`src/rtl/uart_rf_pkg.sv`:
```
// Package: offsets and bit positions shared by the serial-port register block
// and its checker. Assumes a byte-addressed window of 0x28 with word registers.
package uart_rf_pkg;
    localparam int ADDR_W = 6;

    localparam logic [ADDR_W-1:0] OFS_DATA  = 6'h00;
    localparam logic [ADDR_W-1:0] OFS_CTRL  = 6'h04;
    localparam logic [ADDR_W-1:0] OFS_MODEM = 6'h08;
    localparam logic [ADDR_W-1:0] OFS_DIV   = 6'h0C;
    localparam logic [ADDR_W-1:0] OFS_QSTAT = 6'h10;
    localparam logic [ADDR_W-1:0] OFS_TXCNT = 6'h14;
    localparam logic [ADDR_W-1:0] OFS_RXCNT = 6'h18;
    localparam logic [ADDR_W-1:0] OFS_KEY   = 6'h20;
    localparam logic [ADDR_W-1:0] OFS_LOOP  = 6'h24;

    localparam logic [31:0] RESET_KEY = 32'h0000_0055;

    // modem-control bit positions
    localparam int MB_IRQ_EN = 2;
    localparam int MB_RX_EN  = 5;

    // status word bit positions
    localparam int SB_SENT   = 5;
    localparam int SB_TXEMPT = 6;
    localparam int SB_RXRDY  = 7;
    localparam int SB_OVR    = 2;

    // level flags of one queue
    typedef struct packed {
        logic high;
        logic full;
        logic low;
        logic empty;
    } qflags_t;
endpackage

```
`src/rtl/byte_fifo.sv`:
```
// Module: byte_fifo
// Circular byte queue with show-ahead output and occupancy count.
// Assumes DEPTH is a power of two; push when full and pop when empty are
// ignored here, callers gate them. clr empties the queue synchronously.
module byte_fifo #(
    parameter int DEPTH = 16,
    parameter int DW    = 8,
    localparam int AW   = $clog2(DEPTH),
    localparam int CW   = AW + 1
) (
    input  logic          clk,
    input  logic          rst_n,
    input  logic          clr,
    input  logic          push,
    input  logic [DW-1:0] din,
    input  logic          pop,
    output logic [DW-1:0] dout,
    output logic [CW-1:0] count
);
    localparam logic [CW-1:0] FULL_V = CW'(DEPTH);

    logic [DW-1:0] mem [DEPTH];
    logic [AW-1:0] wr_ptr, rd_ptr;
    logic          do_push, do_pop;

    assign do_push = push && (count != FULL_V);
    assign do_pop  = pop && (count != '0);
    assign dout    = mem[rd_ptr];

    // storage write, no reset needed on the array
    always_ff @(posedge clk) begin
        if (do_push) mem[wr_ptr] <= din;
    end

    // pointer and occupancy update
    always_ff @(posedge clk) begin
        if (!rst_n || clr) begin
            wr_ptr <= '0;
            rd_ptr <= '0;
            count  <= '0;
        end else begin
            if (do_push) wr_ptr <= wr_ptr + 1'b1;
            if (do_pop)  rd_ptr <= rd_ptr + 1'b1;
            count <= count + CW'(do_push) - CW'(do_pop);
        end
    end
endmodule

```
`src/rtl/fifo_flags.sv`:
```
// Module: fifo_flags
// Decodes a queue occupancy into empty, half, three-quarter and full flags.
// Assumes DEPTH is at least 4 so the thresholds are distinct from full/empty.
module fifo_flags
    import uart_rf_pkg::*;
#(
    parameter int DEPTH = 16,
    localparam int CW   = $clog2(DEPTH) + 1
) (
    input  logic [CW-1:0] count,
    output qflags_t       flags
);
    localparam logic [CW-1:0] LOW_V  = CW'(DEPTH / 2);
    localparam logic [CW-1:0] HIGH_V = CW'((3 * DEPTH) / 4);
    localparam logic [CW-1:0] FULL_V = CW'(DEPTH);

    // level compare
    always_comb begin
        flags.empty = (count == '0);
        flags.low   = (count >= LOW_V);
        flags.high  = (count >= HIGH_V);
        flags.full  = (count == FULL_V);
    end
endmodule

```
`src/rtl/rx_irq_delay.sv`:
```
// Module: rx_irq_delay
// One-shot delay: fire pulses DELAY edges after the edge that sampled arm.
// Arm while already counting is ignored so the first arrival sets the time.
// Assumes DELAY >= 1; DELAY == 1 uses a plain register.
module rx_irq_delay #(
    parameter int DELAY = 500000,
    localparam int CW   = $clog2(DELAY + 1)
) (
    input  logic clk,
    input  logic rst_n,
    input  logic clr,
    input  logic arm,
    output logic fire
);
    generate
        if (DELAY <= 1) begin : g_short
            // single-cycle delay
            always_ff @(posedge clk) begin
                if (!rst_n || clr) fire <= 1'b0;
                else               fire <= arm;
            end
        end else begin : g_count
            logic [CW-1:0] remain;
            logic          busy;
            assign fire = busy && (remain == CW'(1));
            // countdown from DELAY to the firing cycle
            always_ff @(posedge clk) begin
                if (!rst_n || clr) begin
                    busy   <= 1'b0;
                    remain <= '0;
                end else if (busy) begin
                    if (remain == CW'(1)) busy <= 1'b0;
                    remain <= remain - 1'b1;
                end else if (arm) begin
                    busy   <= 1'b1;
                    remain <= CW'(DELAY);
                end
            end
        end
    endgenerate
endmodule

```
`src/rtl/uart_regfile.sv`:
```
// Module: uart_regfile
// Word register window in front of an outgoing and an incoming byte queue.
// Decodes strobed single-cycle accesses, keeps control, modem, divisor and
// status state, raises a gated level interrupt. Assumes bus_wr and bus_rd
// are one-cycle strobes and that a key write of 0x55 acts as a full reset.
module uart_regfile
    import uart_rf_pkg::*;
#(
    parameter int TX_DEPTH = 32,
    parameter int RX_DEPTH = 16,
    parameter int RX_DELAY = 500000,
    parameter int DIV_W    = 16,
    localparam int TCW     = $clog2(TX_DEPTH) + 1,
    localparam int RCW     = $clog2(RX_DEPTH) + 1
) (
    input  logic              clk,
    input  logic              rst_n,
    input  logic [5:0]        bus_addr,
    input  logic              bus_wr,
    input  logic              bus_rd,
    input  logic [31:0]       bus_wdata,
    output logic [31:0]       bus_rdata,
    input  logic              ext_tx_pop,
    output logic              ext_tx_valid,
    output logic [7:0]        ext_tx_data,
    input  logic              ext_rx_push,
    input  logic [7:0]        ext_rx_data,
    input  logic              err_parity,
    input  logic              err_frame,
    input  logic              err_overrun,
    input  logic              err_break,
    output logic [7:0]        ctrl_out,
    output logic [DIV_W-1:0]  baud_div,
    output logic              irq
);
    logic [7:0]      ctrl_q, modem_q, key_q;
    logic [DIV_W-1:0] div_q;
    logic [3:0]      err_q;
    logic            sent_q, rxrdy_q;
    logic [TCW-1:0]  tx_count;
    logic [RCW-1:0]  rx_count;
    logic [7:0]      tx_head, rx_head, rx_in_data;
    qflags_t         txf, rxf;
    logic [7:0]      status, qstat;
    logic            soft_rst, tx_push, tx_pop, rx_push, rx_pop, rx_offer;
    logic            tx_drained, rx_drained, rx_fire, stat_read;

    // access decode
    always_comb begin
        soft_rst   = bus_wr && bus_addr == OFS_KEY && bus_wdata == RESET_KEY;
        tx_push    = bus_wr && bus_addr == OFS_DATA && !txf.full;
        tx_pop     = (ext_tx_pop || (bus_rd && bus_addr == OFS_LOOP)) && !txf.empty;
        rx_offer   = ext_rx_push || (bus_wr && bus_addr == OFS_LOOP);
        rx_in_data = ext_rx_push ? ext_rx_data : bus_wdata[7:0];
        rx_push    = rx_offer && modem_q[MB_RX_EN] && !rxf.full;
        rx_pop     = bus_rd && bus_addr == OFS_DATA && !rxf.empty;
        tx_drained = tx_pop && tx_count == TCW'(1) && !tx_push;
        rx_drained = rx_pop && rx_count == RCW'(1) && !rx_push;
        stat_read  = bus_rd && bus_addr == OFS_CTRL;
    end

    byte_fifo #(.DEPTH(TX_DEPTH), .DW(8)) u_txq (
        .clk(clk), .rst_n(rst_n), .clr(soft_rst),
        .push(tx_push), .din(bus_wdata[7:0]), .pop(tx_pop),
        .dout(tx_head), .count(tx_count)
    );

    byte_fifo #(.DEPTH(RX_DEPTH), .DW(8)) u_rxq (
        .clk(clk), .rst_n(rst_n), .clr(soft_rst),
        .push(rx_push), .din(rx_in_data), .pop(rx_pop),
        .dout(rx_head), .count(rx_count)
    );

    fifo_flags #(.DEPTH(TX_DEPTH)) u_txf (.count(tx_count), .flags(txf));
    fifo_flags #(.DEPTH(RX_DEPTH)) u_rxf (.count(rx_count), .flags(rxf));

    rx_irq_delay #(.DELAY(RX_DELAY)) u_rxdly (
        .clk(clk), .rst_n(rst_n), .clr(soft_rst), .arm(rx_push), .fire(rx_fire)
    );

    // assembled read words
    always_comb begin
        status = {rxrdy_q, txf.empty, sent_q, 1'b0, err_q};
        qstat  = {rxf.high, rxf.full, rxf.low, rxf.empty,
                  txf.high, txf.full, txf.low, txf.empty};
    end

    // software-visible register state
    always_ff @(posedge clk) begin
        if (!rst_n || soft_rst) begin
            ctrl_q  <= '0;
            modem_q <= '0;
            key_q   <= '0;
            div_q   <= '0;
        end else if (bus_wr) begin
            case (bus_addr)
                OFS_CTRL:  ctrl_q  <= bus_wdata[7:0];
                OFS_MODEM: modem_q <= bus_wdata[7:0];
                OFS_KEY:   key_q   <= bus_wdata[7:0];
                OFS_DIV:   if (bus_wdata != '0) div_q <= bus_wdata[DIV_W-1:0];
                default: ;
            endcase
        end
    end

    // sticky error, sent and receive-ready flags
    always_ff @(posedge clk) begin
        if (!rst_n || soft_rst) begin
            err_q   <= '0;
            sent_q  <= 1'b0;
            rxrdy_q <= 1'b0;
        end else begin
            err_q <= err_q | {err_break, err_overrun, err_frame, err_parity};
            if (rx_drained && !err_overrun) err_q[SB_OVR] <= 1'b0;
            if (tx_push)         sent_q <= 1'b0;
            else if (tx_drained) sent_q <= 1'b1;
            if (rx_fire)        rxrdy_q <= 1'b1;
            else if (stat_read) rxrdy_q <= 1'b0;
        end
    end

    // registered read data
    always_ff @(posedge clk) begin
        if (!rst_n) begin
            bus_rdata <= '0;
        end else if (bus_rd) begin
            case (bus_addr)
                OFS_DATA:  bus_rdata <= rxf.empty ? 32'd0 : {24'd0, rx_head};
                OFS_CTRL:  bus_rdata <= {24'd0, status};
                OFS_MODEM: bus_rdata <= {24'd0, modem_q};
                OFS_DIV:   bus_rdata <= 32'(div_q);
                OFS_QSTAT: bus_rdata <= {24'd0, qstat};
                OFS_TXCNT: bus_rdata <= 32'(tx_count);
                OFS_RXCNT: bus_rdata <= 32'(rx_count);
                OFS_KEY:   bus_rdata <= {24'd0, key_q};
                OFS_LOOP:  bus_rdata <= txf.empty ? 32'd0 : {24'd0, tx_head};
                default:   bus_rdata <= '0;
            endcase
        end
    end

    // outputs
    always_comb begin
        irq          = modem_q[MB_IRQ_EN] &&
                       (|{status[SB_RXRDY], status[SB_SENT], status[3:0]});
        ext_tx_valid = !txf.empty;
        ext_tx_data  = tx_head;
        ctrl_out     = ctrl_q;
        baud_div     = div_q;
    end
endmodule

```
`config.mk`:
```
export PLATFORM = sky130hd
export DESIGN_NAME = uart_regfile
export DESIGN_NICKNAME = d
export VERILOG_FILES = /design/src/rtl/uart_rf_pkg.sv /design/src/rtl/byte_fifo.sv /design/src/rtl/fifo_flags.sv /design/src/rtl/rx_irq_delay.sv /design/src/rtl/uart_regfile.sv
export SDC_FILE = /design/constraint.sdc
export NUM_CORES = 1
export LEC_CHECK = 0
export CORE_ASPECT_RATIO = 1.2
export CORE_MARGIN = 1.5
export CORE_UTILIZATION = 40
export CTS_CLUSTER_SIZE = 8
export DETAILED_ROUTE_END_ITERATION = 8
export SLEW_MARGIN = 10
export SYNTH_ARGS = -nofsm -noshare
export SYNTH_HDL_FRONTEND = slang
export SYNTH_HIERARCHICAL = 1
export SYNTH_SLANG_ARGS = --single-unit
```
`constraint.sdc`:
```
create_clock -name clk -period 3.3 [get_ports clk]
set_input_delay 0.66 -clock clk [delete_from_list [all_inputs] [get_ports clk]]
set_output_delay 0.66 -clock clk [all_outputs]
set_load 0.005 [all_outputs]
```
==> results of run 1 <==
-- cell usage after synthesis (11+ instances only) --
| cell type | number | area, sq um |
|---|---|---|
| a21oi_1 | 34 | 170 |
| edfxtp_1 | 384 | 11500 |
| a22oi_1 | 57 | 428 |
| o21ai_0 | 13 | 65.1 |
| nand3_1 | 44 | 220 |
| mux2i_1 | 105 | 1050 |
| mux4_1 | 22 | 578 |
| ha_1 | 26 | 325 |
| nand2_1 | 45 | 169 |
| nor4_1 | 13 | 81.3 |
| clkbuf_1 | 34 | 128 |
| buf_6 | 12 | 135 |
| nand2b_1 | 12 | 75.1 |
| nor2_1 | 143 | 537 |
| mux2_2 | 14 | 158 |
| xor2_1 | 11 | 96.3 |
| inv_1 | 26 | 97.6 |
| dfxtp_1 | 120 | 2400 |
| nor2b_1 | 32 | 200 |
| buf_4 | 18 | 135 |
| nor3_1 | 18 | 90.1 |
| a221oi_1 | 18 | 158 |
| mux4_2 | 42 | 946 |
| buf_2 | 15 | 75.1 |
-- layout make-up --
class / instances / area (sq um)
Sequential cell: 504 / 13900
Fill cell: 4541 / 26300
Inverter: 27 / 101
Clock inverter: 8 / 139
Multi-Input combinational cell: 808 / 6910
Tap cell: 705 / 882
Timing Repair Buffer: 263 / 2320
Clock buffer: 105 / 1950
-- metrics by stage --
stage | util (%) | worst slack [ns] | std cells
finish | 50.0 | 0.0475 | 2420
global route | 50.0 | -0.0212 | 2420
CTS | 49.8 | -0.000798 | 2412
detailed placement | 45.2 | -0.445 | 2284
global placement | 45.2 | -0.384 | 2284
floorplan | - | -0.0624 | 1427
-- cells by family after synthesis --
logic type	after synthesis	share of synthesized area [%]
flops	504	65.7
simple gates	386	9.70
mux	184	13.0
compound gates	176	6.09
buf+inv	115	3.03
fa+ha+maj	28	1.72
xor+xnor	18	0.744
other cells	1	0.0177
-- flip-flops by register name, indices dropped and copies added (netlist names), 8 cells and up, named ones only --
| signal | cells |
|---|---|
| u_txq/mem | 256 |
| u_rxq/mem | 128 |
| u_rxdly/g_count.remain | 19 |
| baud_div | 16 |
| bus_rdata | 16 |
| ctrl_out | 8 |
| key_q | 8 |
| modem_q | 8 |
-- power breakdown --
part | switching, mW | internal [mW] | total (mW)
combinational | 0.980 | 0.861 | 1.84
clock | 2.73 | 4.09 | 6.82
sequential | 0.0850 | 6.90 | 6.99
-- path summary, 6_finish.rpt --
kind / from / to / slack [ns] / depth (start not counted)
hold / removal: bus_wdata[4] / u_txq/mem[16][4] / 0.45 / 1
setup reg to reg: u_txq/count[3] / u_txq/count[4] / 0.39 / 14
setup / recovery: flop / ext_tx_data[0] / 0.05 / 7
hold reg to reg: baud_div[0] / baud_div[0] / 0.49 / 2
-- what timing repair did --
action                                  4_1_cts  5_1_grt
cloned                                        2        0
pin swaps                                    17        9
gates resized for setup                      55       16
setup buffers                                13        8
endpoints found under the setup margin        8        8
-- routing by layer --
layer | up-vias | wire, um | GRT usage [%]
li1 | 5952 | - | -
met1 | 6676 | 23000 | 26.1
met2 | 348 | 27300 | 34.0
met3 | 84 | 2520 | 3.30
met4 | 2 | 1460 | 7.93
met5 | - | 16 | 0
-- worst reg2reg max path: cells and delay by family, from the launching register on --
| family | cells | cell delay, ns |
|---|---|---|
| adders and majority gates | 3 | 0.82 |
| AOI/OAI and AO/OA | 2 | 0.35 |
| and+or+nand+nor | 6 | 0.98 |
| DFF | 1 | 0.47 |
| buffers and inverters | 3 | 0.17 |
==> results.toml, run 1 <==
[placement]
place_hpwl_um = 36300
placed_area_sq_um = 23700
gp_congestion = 0.859
portBuffers = 105

[global_routing]
gr-total-overflow = 0
grt_max_degree = 38
grt_pass1_vias = 13200
grt.total_usage_pct = 20.2
grt_pass1_wl_um = 81400
antenna_found_initial = 2

[critical_path]
worstPathCellList = "buf_12, buf_4, mux4_2, a22o_1, a221oi_2, nand3_2, clkdlybuf4s15_2"
timing.critical_path.buf_inv = 3
worstSetupStartpointType = "flop"
cp-end-kind = "output pin"
cp_slowest_stage_delay_ns = 0.50
cp_top_family = "buffers and inverters"
slowest_stage = "mux4_2"
critical_path.max_fanout = 12
path_class = "reg -> out"
arrival_ns = 2.59
required_ns = 2.64

[final_layout]
final_common_cell = "edfxtp_1"
drive_above_1_share_pct = 22.4
final_cell_mix = "edfxtp_1, buf_4, nor2_1"
area_growth_pct = 23.8
stdcell_area_sq_um = 26200
layout.nets = 1761
diodes = 0

[drt]
wl_per_cell_um = 22.4
drtIter0Drc = 876
vias_per_cell = 5.40
wirelength_um = 54300
ant_nets = 0
remaining_drc_errors = 0
num_vias = 13100
firstDrtPassIters = 5

[sta]
setup_viol = 0
fin_crit_ns = 3.25
finalSetupTns_ns = 0
whs_ns = 0.449
slew_headroom_pct = 41.1
worst_slew_pin_slew_ns = 0.882
skew_ns = 0.0229
max_freq_ghz = 0.307
fin_crit_sh_pct = 98.6
finalMaxSlewViolations = 0
hold_viol = 0
rsz0062_at_grt = "true"

[clock_network]
clk_latency_ns = 0.60
htree_levels = 3
clk_path_buf_depth = 3
cts_buffers = 73
path_clk_slew_ns = 0.05
holdBufCountCts = 0
cts_tree = "done"
cts_root_buf = "clkbuf_16"
cts_sinks = 504

[outcome]
outcome = "finished, final reports clean"

[yosys]
syn_area_sq_um = 21200
yosysSeqAreaShare_pct = 65.7
netlist_instances = 1412
avgSynthCellArea_sq_um = 15.0
synth.distinct_cells = 80
yosys_most_used_dff = "edfxtp_1"
synth_seq_cells = 504
synth_edf_count = 384
yosys_warnings = 6
async_reset_ff_share_pct = 0

[die]
dieArea_sq_um = 54400
io_pins = 122
start_util_pct = 40.4
die_height_um = 255
row_count = 92
core_area_sq_um = 52500
dieWidth_um = 213

[run]
max_cap_viol_count = 0

[power_and_ir_drop]
p_leak_nw = 9.08
cellPowerDensity_nw_per_um2 = 596
ir_drop_uv = 450
total_power_mw = 15.6

[min_path]
hold_path.class = "in -> reg"
Power figures use the tool's default switching activity.
==> run 2: changes to the inputs <==
Settings changed: CORE_MARGIN 1.5 to default, PLACE_DENSITY_LB_ADDON from default to 0.15.
==> run 2 against run 1 <==
  * Via count shrank 1.7%
  * Final area shrank 0.20%
  * Maximum frequency grew 0.47%
  * Clock-buffer cell count grew 1
  * Clock skew grew 0.0024 ns
  * Utilization shrank 0.098 points
  * Cell count is the same
  * Non-clock buffer count grew 2
  * Sequential power is essentially flat
  * Critical endpoint unchanged
  * Worst hold slack gained 0.028 ns
  * Flip-flop and latch count is the same
==> results.toml, run 2 (synthesis results as in run 1) <==
[placement]
placed_area_sq_um = 23900
place_hpwl_um = 36300
pre_cts_ws_ns = -0.391
gp_congestion = 0.877
portBuffers = 105

[min_path]
hold_path.class = "reg -> reg"

[drt]
num_vias = 12800
wirelength_um = 54000
vias_per_cell = 5.30
wl_per_cell_um = 22.3
remaining_drc_errors = 0
drtIter0Drc = 807
ant_nets = 0
firstDrtPassIters = 5

[clock_network]
cts_sinks = 504
htree_levels = 3
cts_buffers = 72
cts_root_buf = "clkbuf_16"
clk_path_buf_depth = 3
cts_tree = "done"
holdBufCountCts = 0
clk_latency_ns = 0.59
path_clk_slew_ns = 0.05

[critical_path]
path_class = "reg -> out"
cp-end-kind = "output pin"
required_ns = 2.64
arrival_ns = 2.58
timing.critical_path.buf_inv = 3
worstSetupStartpointType = "flop"
cp_slowest_stage_delay_ns = 0.50
critical_path.max_fanout = 7
worstPathCellList = "buf_12, buf_4, mux4_2, a22o_4, a221oi_2, nand3_2, buf_2"
cp_top_family = "multiplexers"
slowest_stage = "mux4_2"

[global_routing]
antenna_found_initial = 3
grt.total_usage_pct = 20.4
grt_pass1_vias = 12900
grt_max_degree = 38
grt_pass1_wl_um = 80800
gr-total-overflow = 0

[power_and_ir_drop]
ir_drop_uv = 401
p_leak_nw = 9.08
cellPowerDensity_nw_per_um2 = 594
total_power_mw = 15.6
netSwitchingPower_mw = 3.65
p_comb_share_pct = 11.5
seqPwrFrac_pct = 45.0
swShare_pct = 23.5
clockPowerShare_pct = 43.5
power.internal_mw = 11.9

[final_layout]
final_common_cell = "edfxtp_1"
final_cell_mix = "edfxtp_1, buf_4, nor2_1"
reg.largest.list = "u_txq/mem (256), u_rxq/mem (128), u_rxdly/g_count.remain (19)"
area_growth_pct = 23.5
largest_reg_flops = 256
drive_above_1_share_pct = 22.0
stdcell_area_sq_um = 26200
layout.nets = 1762
largest-register = "u_txq/mem"

[sta]
setup_viol = 0
fin_crit_ns = 3.24
worst_slew_pin_slew_ns = 0.691
rsz0062_at_grt = "true"
fin_crit_sh_pct = 98.1
skew_ns = 0.0253
max_freq_ghz = 0.309
finalMaxSlewViolations = 0
slew_headroom_pct = 53.8
hold_viol = 0
whs_ns = 0.477
finalWorstSetupSlack_ns = 0.0628

[die]
dieWidth_um = 212
start_util_pct = 40.4
io_pins = 122
core_area_sq_um = 52500
die_height_um = 254
row_count = 92
dieArea_sq_um = 53900

[outcome]
outcome = "finished, final reports clean"

[run]
max_cap_viol_count = 0
==> run 2: cell types whose count changed in the layout (fill, tap and decap cells not counted), moves of 4 or more <==
cell	delta
buf_4	-4
buf_2	+5
a221oi_2	+4
a221oi_4	-4
buf_12	+8
==> run 2: per-stage QoR <==
step | std cells | setup TNS [ns] | utilization, %
after detailed placement | 2293 | -1.83 | 45.5
after CTS | 2413 | -0.0294 | 49.8
after floorplan | 1427 | -0.105 | -
after global routing | 2419 | -0.0453 | 49.9
final | 2420 | 0 | 49.9
after global placement | 2293 | -1.37 | 45.5
==> run 2: final cells by class <==
| class | instances | area [sq um] |
|---|---|---|
| diodes | 1 | 2.50 |
| clock buffers | 106 | 1990 |
| clock inverters | 4 | 75.1 |
| fillers | 4532 | 26300 |
| inverters | 27 | 101 |
| multi-input cells | 808 | 6830 |
| flip-flops and latches | 504 | 13900 |
| well taps | 705 | 882 |
| repair buffers | 265 | 2350 |
==> run 2: routing by layer <==
layer / share of wire (%) / up-vias / track usage, %
li1: - / 5959 / -
met1: 43 / 6486 / 26.7
met2: 50 / 308 / 34.0
met3: 4.6 / 82 / 3.64
met4: 2.5 / 0 / 6.89
met5: 0 / - / 0
==> run 2: final timing paths <==
| kind | cells past startpoint | slack [ns] | end | start |
|---|---|---|---|---|
| setup / recovery | 7 | 0.06 | ext_tx_data[0] | flop |
| hold reg to reg | 2 | 0.48 | baud_div[0] | baud_div[0] |
| setup reg to reg | 14 | 0.46 | u_txq/count[4] | u_txq/count[3] |
| hold / removal | 2 | 0.48 | baud_div[0] | baud_div[0] |
==> run 2: power groups by stage <==
| stage | clock network (mW) | logic [mW] | registers, mW |
|---|---|---|---|
| final | 6.76 | 1.79 | 7.00 |
| after global routing | 7.19 | 1.93 | 7.00 |
| after detailed placement | 0 | 1.62 | 7.12 |
| after CTS | 6.95 | 1.76 | 7.00 |
| after global placement | 0 | 1.60 | 7.12 |
| after floorplan | 0 | 0.884 | 7.07 |
==> run 2: worst min-delay path: stages (launching register included) <==
cell	delay, ns
dfxtp_1	0.32
nand2_1	0.06
a21oi_1	0.05
==> run 2: repair_timing <==
action,CTS,global route
pin swaps,13,10
cloned,1,0
setup endpoints to repair,8,8
buffers inserted,9,7
resized for setup,55,12
==> run 3: changes to the inputs <==
Clock period 3.3 ns to 3.4 ns, I/O delays scaled along.
==> run 3 against run 2 <==
  * First-iteration DRC count is 11% higher
  * Utilization is 0.088 points lower
  * Non-clock buffer count is 16 lower
  * Largest power group unchanged
  * Combinational power is 4% lower
  * Die area stayed put
  * Sequential share of layout area is 0.094 points higher
==> results.toml, run 3 (synthesis results as in run 1) <==
[outcome]
outcome = "finished, final reports clean"

[sta]
fin_crit_ns = 3.35
finalWorstSetupSlack_ns = 0.0455
skew_ns = 0.0300
hold_viol = 0
worst_slew_pin_slew_ns = 0.988
slew_headroom_pct = 33.9
setup_viol = 0
rsz0062_at_grt = "false"
finalMaxSlewViolations = 0
max_freq_ghz = 0.298
fin_crit_sh_pct = 98.7

[min_path]
whs_path_depth = 2
min_from = "baud_div[6]"
hold_path.class = "reg -> reg"
hold_end = "baud_div[6]"

[final_layout]
layout.nets = 1747
n_fill_cell = 4611
drive_above_1_share_pct = 21.0
final_cell_mix = "edfxtp_1, nor2_1, buf_4"
final_common_cell = "edfxtp_1"
diodes = 0
area_growth_pct = 23.3
largest_reg_flops = 256
reg.largest.list = "u_txq/mem (256), u_rxq/mem (128), u_rxdly/g_count.remain (19)"
finalNonFillerCells = 2401
largest-register = "u_txq/mem"

[die]
die_height_um = 254
row_count = 92
start_util_pct = 40.4
io_pins = 122
core_area_sq_um = 52500
dieWidth_um = 212
dieArea_sq_um = 53900

[clock_network]
cts_root_buf = "clkbuf_16"
cts_buffers = 73
cts_sinks = 504
htree_levels = 3
path_clk_slew_ns = 0.05
clk_path_buf_depth = 3
clk_latency_ns = 0.62
cts_tree = "done"

[power_and_ir_drop]
clockPowerShare_pct = 43.9
netSwitchingPower_mw = 3.68
swShare_pct = 24.3
p_leak_nw = 9.03
ir_drop_uv = 382
power.internal_mw = 11.5
seqPwrFrac_pct = 44.8
p_comb_share_pct = 11.3
total_power_mw = 15.2
cellPowerDensity_nw_per_um2 = 580

[placement]
place_hpwl_um = 36300
pre_cts_ws_ns = -0.437
gp_congestion = 0.871
dp.cells = 2278
portBuffers = 105

[critical_path]
worstSetupStartpointType = "flop"
path_class = "reg -> out"
rr_worst_depth = 14
r2r-start = "u_txq/count[3]"
cp-end-kind = "output pin"
r2r_end = "u_txq/count[4]"
critical_path.max_fanout = 6
reg2reg_setup_slack_ns = 0.51
required_ns = 2.72
arrival_ns = 2.67

[global_routing]
grt.total_usage_pct = 20.6
antenna_found_initial = 0
grt_pass1_wl_um = 81100
grt_max_degree = 40
grt_pass1_vias = 13000
gr-total-overflow = 0

[drt]
remaining_drc_errors = 0
firstDrtPassIters = 5
wl_per_cell_um = 22.8
drtIter0Drc = 893
num_vias = 13000
vias_per_cell = 5.39
ant_nets = 0
wirelength_um = 54700

[run]
max_cap_viol_count = 0
run 3: critical path, cell delays in order, from the launching register on:
cell	delay (ns)
dfxtp_4	0.38
bufbuf_16	0.28
mux4_2	0.52
a22o_4	0.26
a221oi_2	0.21
nand3_2	0.16
clkdlybuf4s15_1	0.25
run 3: power groups by stage:
stage	sequential, mW	clock [mW]	combinational (mW)
after floorplan	6.87	0	0.856
after global placement	6.90	0	1.54
after detailed placement	6.90	0	1.56
after CTS	6.78	6.81	1.70
after global routing	6.79	7.06	1.83
final	6.79	6.66	1.71
run 3: how the worst max path moves through the flow:
stage | start | to | slack (ns) | depth (start not counted)
after floorplan | bus_addr[1] | u_txq/count[4] | -0.007 | 15
after global routing | flop | ext_tx_data[6] | 0.0003 | 6
after global placement | bus_addr[1] | u_txq/count[4] | -0.41 | 14
final | flop | ext_tx_data[0] | 0.05 | 6
after CTS | flop | ext_tx_data[1] | 0.01 | 6
after detailed placement | bus_addr[1] | u_txq/count[4] | -0.44 | 14
run 3: layout make-up:
class,instances,area (sq um),area share (%)
clock buffers,100,1940,7.41
clock inverters,8,181,0.694
inverters,27,101,0.388
multi-input cells,808,6830,26.1
flip-flops and latches,504,13900,53.3
well taps,705,882,3.37
repair buffers,249,2260,8.66
run 3: per-stage QoR:
stage | hold slack (ns) | setup TNS, ns | util [%] | area, sq um
final | 0.488 | 0 | 49.8 | 26100
after CTS | 0.485 | 0 | 49.8 | 26100
after floorplan | 0.439 | -0.00698 | - | 21300
after global routing | 0.504 | 0 | 49.8 | 26100
after global placement | 0.469 | -1.39 | 45.2 | 23800
after detailed placement | 0.478 | -1.91 | 45.2 | 23800
run 3: per-layer routing:
metal / track usage (%) / share of wire [%] / vias up / routed length, um
met1: 26.8 / 43 / 6565 / 23400
li1: - / - / 5935 / -
met5: 0 / 0 / - / 0
met4: 9.11 / 3.2 / 0 / 1730
met2: 33.8 / 49 / 367 / 26900
met3: 3.45 / 5.0 / 83 / 2710
run 3: timing repair:
item / CTS / global route
setup buffers: 14 / 0
gates resized for setup: 46 / 6
cloned: 1 / 0
pin swaps: 10 / 3
endpoints found under the setup margin: 8 / 5
hold buffers: 0 / 0
